[config.mk]
export PLATFORM = sky130hd
export DESIGN_NAME = rst_mode_seq
export DESIGN_NICKNAME = d
export VERILOG_FILES = /design/src/rtl/rms_pkg.sv /design/src/rtl/rms_sync.sv /design/src/rtl/rms_tick_div.sv /design/src/rtl/rms_hold_cnt.sv /design/src/rtl/rms_mode_ctl.sv /design/src/rtl/rst_mode_seq.sv
export SDC_FILE = /design/constraint.sdc
export NUM_CORES = 1
export LEC_CHECK = 0
export BUFFER_PORTS_ARGS = -buffer_cell sky130_fd_sc_hd__clkbuf_2
export CAP_MARGIN = 0
export CORE_UTILIZATION = 43
export DETAILED_ROUTE_END_ITERATION = 8
export PLACE_DENSITY = 0.67
export SLEW_MARGIN = 20
export SYNTH_ARGS = -nofsm -noshare
export SYNTH_HDL_FRONTEND = slang
export SYNTH_HIERARCHICAL = 1
export SYNTH_SLANG_ARGS = --single-unit
[constraint.sdc]
create_clock -name clk_i -period 1.7 [get_ports clk_i]
set_input_delay 0.255 -clock clk_i [delete_from_list [all_inputs] [get_ports clk_i]]
set_output_delay 0.255 -clock clk_i [all_outputs]
set_load 0.03 [all_outputs]
[src/rtl/rms_pkg.sv]
package rms_pkg;
  localparam int unsigned OSC_PER_MC_DEF  = 12;
  localparam int unsigned RST_MC_DEF      = 2;
  localparam int unsigned ENTRY_MC_DEF    = 10;
  localparam int unsigned SYNC_STAGES_DEF = 2;

  typedef enum logic {
    RUN_MODE  = 1'b0,
    HOST_MODE = 1'b1
  } boot_mode_e;
endpackage

[src/rtl/rms_sync.sv]
module rms_sync #(
  parameter int unsigned WIDTH  = 1,
  parameter int unsigned STAGES = 2
) (
  input  logic             clk_i,
  input  logic             rst_ni,
  input  logic [WIDTH-1:0] d_i,
  output logic [WIDTH-1:0] q_o
);
  logic [WIDTH-1:0] stg_q [STAGES];

  for (genvar s = 0; s < STAGES; s++) begin : g_stage
    if (s == 0) begin : g_first
      always_ff @(posedge clk_i or negedge rst_ni) begin
        if (!rst_ni) stg_q[s] <= '0;
        else         stg_q[s] <= d_i;
      end
    end else begin : g_next
      always_ff @(posedge clk_i or negedge rst_ni) begin
        if (!rst_ni) stg_q[s] <= '0;
        else         stg_q[s] <= stg_q[s-1];
      end
    end
  end

  assign q_o = stg_q[STAGES-1];
endmodule

[src/rtl/rms_tick_div.sv]
module rms_tick_div #(
  parameter int unsigned DIV = 12
) (
  input  logic clk_i,
  input  logic rst_ni,
  output logic tick_o
);
  localparam int unsigned CW = (DIV > 1) ? $clog2(DIV) : 1;
  localparam logic [CW-1:0] LAST = CW'(DIV - 1);

  logic [CW-1:0] cnt_q;

  always_ff @(posedge clk_i or negedge rst_ni) begin
    if (!rst_ni)            cnt_q <= '0;
    else if (cnt_q == LAST) cnt_q <= '0;
    else                    cnt_q <= cnt_q + 1'b1;
  end

  assign tick_o = (cnt_q == LAST);
endmodule

[src/rtl/rms_hold_cnt.sv]
module rms_hold_cnt #(
  parameter int unsigned CAP = 11,
  parameter int unsigned CW  = 4
) (
  input  logic          clk_i,
  input  logic          rst_ni,
  input  logic          tick_i,
  input  logic          level_i,
  output logic [CW-1:0] held_o
);
  localparam logic [CW-1:0] CAP_V = CW'(CAP);

  logic [CW-1:0] cnt_q;

  always_ff @(posedge clk_i or negedge rst_ni) begin
    if (!rst_ni) cnt_q <= '0;
    else if (tick_i) begin
      if (!level_i)            cnt_q <= '0;
      else if (cnt_q != CAP_V) cnt_q <= cnt_q + 1'b1;
    end
  end

  // value before this tick's update: consecutive high samples already seen
  assign held_o = cnt_q;
endmodule

[src/rtl/rms_mode_ctl.sv]
module rms_mode_ctl
  import rms_pkg::*;
#(
  parameter int unsigned CW       = 4,
  parameter int unsigned RST_MC   = 2,
  parameter int unsigned ENTRY_MC = 10
) (
  input  logic          clk_i,
  input  logic          rst_ni,
  input  logic          tick_i,
  input  logic          pin_rst_i,
  input  logic          psen_i,
  input  logic [CW-1:0] held_i,
  output logic          core_rst_o,
  output boot_mode_e    mode_o
);
  localparam logic [CW-1:0] ASSERT_V = CW'(RST_MC - 1);
  localparam logic [CW-1:0] ENTRY_V  = CW'(ENTRY_MC);

  logic       psen_prev_q;
  logic       host_req_q;
  logic       core_rst_q;
  boot_mode_e mode_q;

  logic assert_now, strobe_fall, armed;

  assign assert_now  = pin_rst_i && (held_i >= ASSERT_V);
  assign strobe_fall = psen_prev_q && !psen_i;
  assign armed       = pin_rst_i && (held_i >= ENTRY_V);

  always_ff @(posedge clk_i or negedge rst_ni) begin
    if (!rst_ni) begin
      psen_prev_q <= 1'b0;
      host_req_q  <= 1'b0;
      core_rst_q  <= 1'b1;
      mode_q      <= RUN_MODE;
    end else if (tick_i) begin
      psen_prev_q <= psen_i;
      if (pin_rst_i) begin
        if (assert_now && !core_rst_q) begin
          core_rst_q <= 1'b1;
          mode_q     <= RUN_MODE;
          host_req_q <= 1'b0;
        end else if (armed && strobe_fall) begin
          host_req_q <= 1'b1;
        end
      end else begin
        if (core_rst_q) begin
          mode_q     <= host_req_q ? HOST_MODE : RUN_MODE;
          core_rst_q <= 1'b0;
        end
        host_req_q <= 1'b0;
      end
    end
  end

  assign core_rst_o = core_rst_q;
  assign mode_o     = mode_q;
endmodule

[src/rtl/rst_mode_seq.sv]
module rst_mode_seq
  import rms_pkg::*;
#(
  parameter int unsigned OSC_PER_MC  = OSC_PER_MC_DEF,
  parameter int unsigned RST_MC      = RST_MC_DEF,
  parameter int unsigned ENTRY_MC    = ENTRY_MC_DEF,
  parameter int unsigned SYNC_STAGES = SYNC_STAGES_DEF
) (
  input  logic clk_i,
  input  logic rst_ni,
  input  logic rst_pin_i,
  input  logic psen_pin_i,
  input  logic ea_pin_i,
  input  logic lock_i,
  output logic mc_tick_o,
  output logic core_rst_o,
  output logic host_mode_o,
  output logic ea_o
);
  localparam int unsigned HOLD_CAP = (ENTRY_MC > RST_MC ? ENTRY_MC : RST_MC) + 1;
  localparam int unsigned HOLD_W   = $clog2(HOLD_CAP + 1);
  localparam int unsigned NPIN     = 3;

  logic [NPIN-1:0] pins_raw, pins_s;
  logic            rst_s, psen_s, ea_s;
  logic            tick;
  logic [HOLD_W-1:0] held;
  logic            core_rst;
  boot_mode_e      mode;
  logic            ea_lat_q;

  assign pins_raw = {ea_pin_i, psen_pin_i, rst_pin_i};

  rms_sync #(.WIDTH(NPIN), .STAGES(SYNC_STAGES)) u_sync (
    .clk_i (clk_i),
    .rst_ni(rst_ni),
    .d_i   (pins_raw),
    .q_o   (pins_s)
  );

  assign rst_s  = pins_s[0];
  assign psen_s = pins_s[1];
  assign ea_s   = pins_s[2];

  rms_tick_div #(.DIV(OSC_PER_MC)) u_div (
    .clk_i (clk_i),
    .rst_ni(rst_ni),
    .tick_o(tick)
  );

  rms_hold_cnt #(.CAP(HOLD_CAP), .CW(HOLD_W)) u_hold (
    .clk_i  (clk_i),
    .rst_ni (rst_ni),
    .tick_i (tick),
    .level_i(rst_s),
    .held_o (held)
  );

  rms_mode_ctl #(.CW(HOLD_W), .RST_MC(RST_MC), .ENTRY_MC(ENTRY_MC)) u_ctl (
    .clk_i     (clk_i),
    .rst_ni    (rst_ni),
    .tick_i    (tick),
    .pin_rst_i (rst_s),
    .psen_i    (psen_s),
    .held_i    (held),
    .core_rst_o(core_rst),
    .mode_o    (mode)
  );

  // access level captured on every tick spent in reset, last one wins
  always_ff @(posedge clk_i or negedge rst_ni) begin
    if (!rst_ni)               ea_lat_q <= 1'b0;
    else if (tick && core_rst) ea_lat_q <= ea_s;
  end

  assign mc_tick_o   = tick;
  assign core_rst_o  = core_rst;
  assign host_mode_o = (mode == HOST_MODE);
  assign ea_o        = lock_i ? ea_lat_q : ea_s;
endmodule

==> impl_results.md, run 1 <==
- Routed len/inst: 13.4 um
- Buffers and inverters on the worst path: 1
- Clock Tree Buf Depth: 2
- Dpl hpwl: 935 um
- Ys flop type: dfrtp_1
- Fmax: 0.613 GHz
- DR pass1 iterations: 3
- Number of global-route vias before repair: 463
- Clock tree sinks: 19
- Slew HR: 69.8%
- Largest delay share family, worst path: flip-flops
- Setup crit end kind: output port
- Via count: 528
- P&R area growth vs syn: 13.1%
- Worst hold start: ea_pin_i
- Number of port buffers: 9
- I/O pin cnt: 10
- Fin. max-slew vios: 0
- Yosys reg bits: 19
- Die Ht: 46.0 um
- Core area: 0.00176 mm2
- Cell count after synthesis: 68
- Sequential share of the synthesized area: 57.2%
- Final net count: 89
- Grt ovf: 0
- Critical Path RT: 1.44 ns
- Ys Warns: 6
- N_diodes: 0
- # setup viols final: 0
- Root Driver: clkbuf_4
- Initial Utilization: 47.2%
- Final Hold Vio Count: 0
- Clock transition at path regs: 0.11 ns
- Critical path's slowest cell: dfrtp_1
- Largest net degree at the start of global routing: 20
- Post-synth top area share: 54.1%
- TritonCTS clock tree: yes
- Most common cell in the netlist: dfrtp_1
- RD Place Congestion: 0.744
- DRC violations left: 0
- Total Routing Usage GR: 15.5%
- Crit path from: u_div/cnt_q[0]
- Hold slack final: 0.0404 ns
- Critical Path AT: 1.38 ns
- Pwr/cell area: 870 mW/mm2
- Minimum clock period: 1.63 ns
- Sum of negative setup slack: 0 ns
- Critical-path cell list: ha_2 -> nand2b_4 -> nor2_4 -> buf_2
- Largest stage delay, worst path: 0.42 ns
- Row count: 15
- Initial antenna violation count: 0
- Pleak: 0.405 nW
- Clock Latency Late Sink: 0.31 ns
- Syn_nets: 76
- Largest area contributor in the netlist: dfrtp_1
- Worst slew pin tran: 0.454 ns
- CTS H-Tree Depth: 1
- Max-cap violation count: 0
- Post-synth top cells: dfrtp_1, inv_1, nand3_1, o21ai_1
- First-pass GRT wire length: 2.08 mm
- Vias per std cell: 5.03
- Mapped Area: 833 um2
- Fraction of layout instances using a drive strength above 1: 32.5%
- Number of synthesized flops with an enable pin: 0
- Die area: 0.00212 mm2
- First-iteration detailed-routing DRC count: 2
- Reg-to-reg critical path startpoint: u_div/cnt_q[0]
- Setup CP Type: reg2out
- Worst hold-check path type: in2reg
- Die Wd: 46.0 um
- Setup Skew: 0.00896 ns
- Fin crit share: 96.0%
- Unrepaired setup endpoints after global routing: false
- Routed Antenna Nets: 0
- Status: complete, no violations
- Worst setup SP type: flop
- Top cells by area, synth: dfrtp_1, dfstp_2, ha_1, buf_4, mux2_2
- FFs w/ async S/R, synth: 100%
- Routed wire length: 1.40 mm
- Post-synthesis cell type count: 30
- Synth Area per Inst: 12.3 um2
- Maximum vdd drop: 0.714 mV
- CP max FO: 3
- Total CTS buffers: 3
[power breakdown]
part           total [mW]  internal [mW]  switching (mW)  leakage, nW
clock network       0.235         0.0900           0.145       0.0139
registers           0.502          0.478          0.0239        0.236
logic              0.0827         0.0413          0.0414        0.155
total               0.819          0.609           0.210        0.405
[repair_timing]
item                                   in CTS  in global routing
pin swaps                                   1                  0
resized for setup                           0                  2
setup endpoints to repair                   1                  1
cloned                                      0                  0
setup buffers                               1                  0
endpoints found under the hold margin      18                  0
hold buffers                                1                  0
[area by class of cell]
class | count | area [um2]
clock inverter | 1 | 7.51
multi-input combinational | 42 | 327
inverter | 4 | 15.0
fill | 170 | 822
sequential | 19 | 477
timing repair buffer | 11 | 62.6
tap | 25 | 31.3
clock buffer | 3 | 22.5
[sequential cells by signal, indices dropped and copies added (netlist names)]
| signal | count |
|---|---|
| u_sync/stg_q | 3 |
| ea_lat_q | 1 |
| u_ctl/mode_o | 1 |
| u_ctl/psen_prev_q | 1 |
| u_ctl/core_rst_o | 1 |
| u_sync/q_o | 3 |
| u_ctl/host_req_q | 1 |
| u_hold/held_o | 4 |
| u_div/cnt_q | 4 |
[metrics by stage]
stage          instance area [um2]  utilization, %  cells  worst slack [ns]  total power, mW
2_1_floorplan                  838               -     68             0.170            0.567
3_3_place_gp                   892            50.6     99             0.226            0.591
3_5_place_dp                   892            50.6     99             0.125            0.593
4_1_cts                        940            53.3    105            0.0287            0.835
5_1_grt                        942            53.4    105           0.00476            0.861
6_report                       942            53.4    105            0.0685            0.819
[logic make-up (layout without fill, tap and decap cells)]
group | Yosys count | count (layout) | share of synthesized area (%)
simple gates | 22 | 22 | 19.1
mux | 3 | 3 | 4.50
buf+inv | 7 | 19 | 4.50
compound gates | 15 | 15 | 11.7
flops | 19 | 19 | 57.2
fa+ha+maj | 2 | 2 | 3.00
[placed cells by master, fill, tap and decap left out, types with 2 or more instances in the layout]
cell	netlist	layout
nor2b_1	2	2
mux2_2	2	2
nand3_1	4	4
dfrtp_1	18	18
o21ai_1	4	4
o21ai_0	2	2
a31oi_1	2	2
clkbuf_4	0	3
inv_1	4	4
clkbuf_2	0	8
nand2_1	3	3
nand2b_1	3	3
[path summary, 6_finish.rpt]
kind                            slack [ns]  cells after the start               end
worst max-delay path                  0.07                      4         mc_tick_o
worst min-delay path                  0.04                      1   u_sync/stg_q[5]
worst max register to register        0.09                      7  u_ctl/host_req_q
worst min register to register        0.36                      0     u_sync/q_o[0]
max in group asynchronous             0.95                      2  u_ctl/core_rst_o
min in group asynchronous             0.41                      2  u_hold/held_o[1]
[layer usage]
layer / share of wire, % / global-route usage, % / up-vias
li1: - / - / 270
met1: 44 / 17.8 / 244
met2: 48 / 22.8 / 10
met3: 4.6 / 5.95 / 4
met4: 3.4 / 12.4 / 0
met5: 0 / 0 / -
Note: power is estimated with default switching activity, not from simulation.
==> run 2: changes to the inputs <==
--- a/config.mk
+++ b/config.mk
@@ -7,9 +7,10 @@
 export LEC_CHECK = 0
 export BUFFER_PORTS_ARGS = -buffer_cell sky130_fd_sc_hd__clkbuf_2
 export CAP_MARGIN = 0
+export CORE_MARGIN = 10
 export CORE_UTILIZATION = 43
 export DETAILED_ROUTE_END_ITERATION = 8
-export PLACE_DENSITY = 0.67
+export PLACE_DENSITY = 0.69
 export SLEW_MARGIN = 20
 export SYNTH_ARGS = -nofsm -noshare
 export SYNTH_HDL_FRONTEND = slang
==> constraint.sdc (replaced) <==
create_clock -name clk_i -period 1.4 [get_ports clk_i]
set_input_delay 0.21 -clock clk_i [delete_from_list [all_inputs] [get_ports clk_i]]
set_output_delay 0.21 -clock clk_i [all_outputs]
set_load 0.03 [all_outputs]
==> run 2 against run 1 <==
The flow now finishes with violations (setup timing). Cell area is 16% higher. Die area grew 94%. Final cell count rose by 11%. Critical endpoint unchanged. Largest cell class unchanged. Highest routed layer unchanged.
==> impl_results.md, run 2 (same netlist as run 1, synthesis figures left out) <==
- Sum of negative setup slack: -0.0999 ns
- Initial Utilization: 46.7%
- Commonest non-fill, non-tap cells in the layout: dfrtp_1, clkbuf_2, buf_4
- Via count: 598
- Pleak: 0.488 nW
- Post-Route Utilization: 61.2%
- Minimum clock period: 1.47 ns
- Design area: 0.00109 mm2
- CP max FO: 3
- P&R area growth vs syn: 30.9%
- Setup CP Type: reg2out
- Failing checks: setup timing
- Fmax: 0.681 GHz
- Max-cap violation count: 0
- Die area: 0.00410 mm2
- Core area: 0.00178 mm2
- Grt ovf: 0
- Status: finished, violations left
- Pwr/cell area: 923 mW/mm2
- Total Routing Usage GR: 7.93%
- Number of port buffers: 9
- First-pass GRT wire length: 2.67 mm
- Clock Latency Late Sink: 0.28 ns
- Worst setup SP type: flop
- Largest net degree at the start of global routing: 20
- I/O pin cnt: 10
- Routed wire length: 1.52 mm
- Clock tree sinks: 19
- N_diodes: 0
- First-iteration detailed-routing DRC count: 14
- # setup viols final: 3
- Final Hold Vio Count: 0
- CTS H-Tree Depth: 1
- Largest stage delay, worst path: 0.40 ns
- Routed Antenna Nets: 0
- DRC violations left: 0
- Critical Path RT: 1.19 ns
- Setup crit end kind: output port
- Routed len/inst: 12.9 um
- Commonest non-fill, non-tap cell in the layout: dfrtp_1
- Critical path's slowest cell: dfrtp_1
- Clock Tree Buf Depth: 2
- Row count: 15
- Critical Path AT: 1.26 ns
- Unrepaired setup endpoints after global routing: true
- Initial antenna violation count: 0
- Fin. max-slew vios: 0
- Dpl hpwl: 1.07 mm
- Fraction of layout instances using a drive strength above 1: 43.5%
- Setup ws final: -0.0689 ns
- Maximum vdd drop: 0.620 mV
- Slew HR: 68.8%
- Worst slew pin tran: 0.468 ns
- Final net count: 101
- Critical-path cell list: ha_4 -> nand2b_4 -> nor2_4 -> buf_6 -> buf_8
- Root Driver: clkbuf_4
- DR pass1 iterations: 4
- Dpl cell area: 940 um2
- Number of global-route vias before repair: 619
- Die Ht: 64.0 um
- DP Worst Slack: -0.0225 ns
- TritonCTS clock tree: yes
- Total CTS buffers: 3
- RD Place Congestion: 0.809
- Setup Skew: 0.000609 ns
- Worst hold-check path type: in2reg
- Vias per std cell: 5.11
- Clock transition at path regs: 0.10 ns
- Hold slack final: 0.0207 ns
- Fin crit share: 105%
- Die Wd: 64.0 um
==> run 2: cell types whose count changed in the layout (fill, tap and decap cells not counted), moves of 2 or more <==
cell,previous run,this run
buf_4,1,7
dlygate4sd3_1,1,3
buf_6,0,4
nand2_1,3,1
==> run 2: area by class of cell <==
type,count,area [um2]
sequential,19,477
inverter,4,15.0
clock buffer,3,22.5
multi-input combinational,42,358
timing repair buffer,23,183
clock inverter,1,5.00
tap,25,31.3
fill,141,692
==> run 2: worst max-delay path, delay by kind of cell, from the launching register on <==
kind                     cells  cell delay, ns
flip-flops                   1            0.40
adder cells (fa/ha/maj)      1            0.16
AND/OR/NAND/NOR              2            0.17
buffers and inverters        2            0.23
==> run 2: power breakdown <==
group          internal (mW)  switching, mW  total (mW)
logic                 0.0716         0.0652       0.137
registers              0.580         0.0248       0.605
clock network          0.106          0.160       0.266
==> run 2: routing by layer <==
layer,track usage (%),vias up,share of wire [%]
met2,12.6,9,48
met3,3.31,2,5.4
met5,0,-,0
li1,-,291,-
met1,9.20,296,45
met4,3.28,0,0.79
==> run 2: final timing paths <==
| check | slack [ns] | depth (start not counted) | start | end |
|---|---|---|---|---|
| worst max-delay path | -0.07 | 5 | u_div/cnt_q[0] | mc_tick_o |
| worst min-delay path | 0.02 | 1 | ea_pin_i | u_sync/stg_q[5] |
| worst max register to register | -0.02 | 8 | u_div/cnt_q[0] | u_hold/held_o[2] |
| worst min register to register | 0.36 | 0 | u_sync/stg_q[5] | u_sync/q_o[2] |
| max in group asynchronous | 0.66 | 2 | rst_ni | u_ctl/core_rst_o |
| min in group asynchronous | 0.39 | 2 | rst_ni | u_hold/held_o[2] |
==> run 2: metrics by stage <==
step / std cells / power (mW)
finish: 117 / 1.01
global route: 117 / 1.07
CTS: 112 / 1.01
detailed placement: 105 / 0.739
global placement: 105 / 0.734
floorplan: 68 / 0.689
==> run 2: repair_timing <==
action / CTS / global route
hold buffers: 1 / 2
setup endpoints to repair: 4 / 10
setup buffers: 2 / 3
endpoints found under the hold margin: 18 / 2
gates resized for setup: 4 / 10
pin swaps: 2 / 4
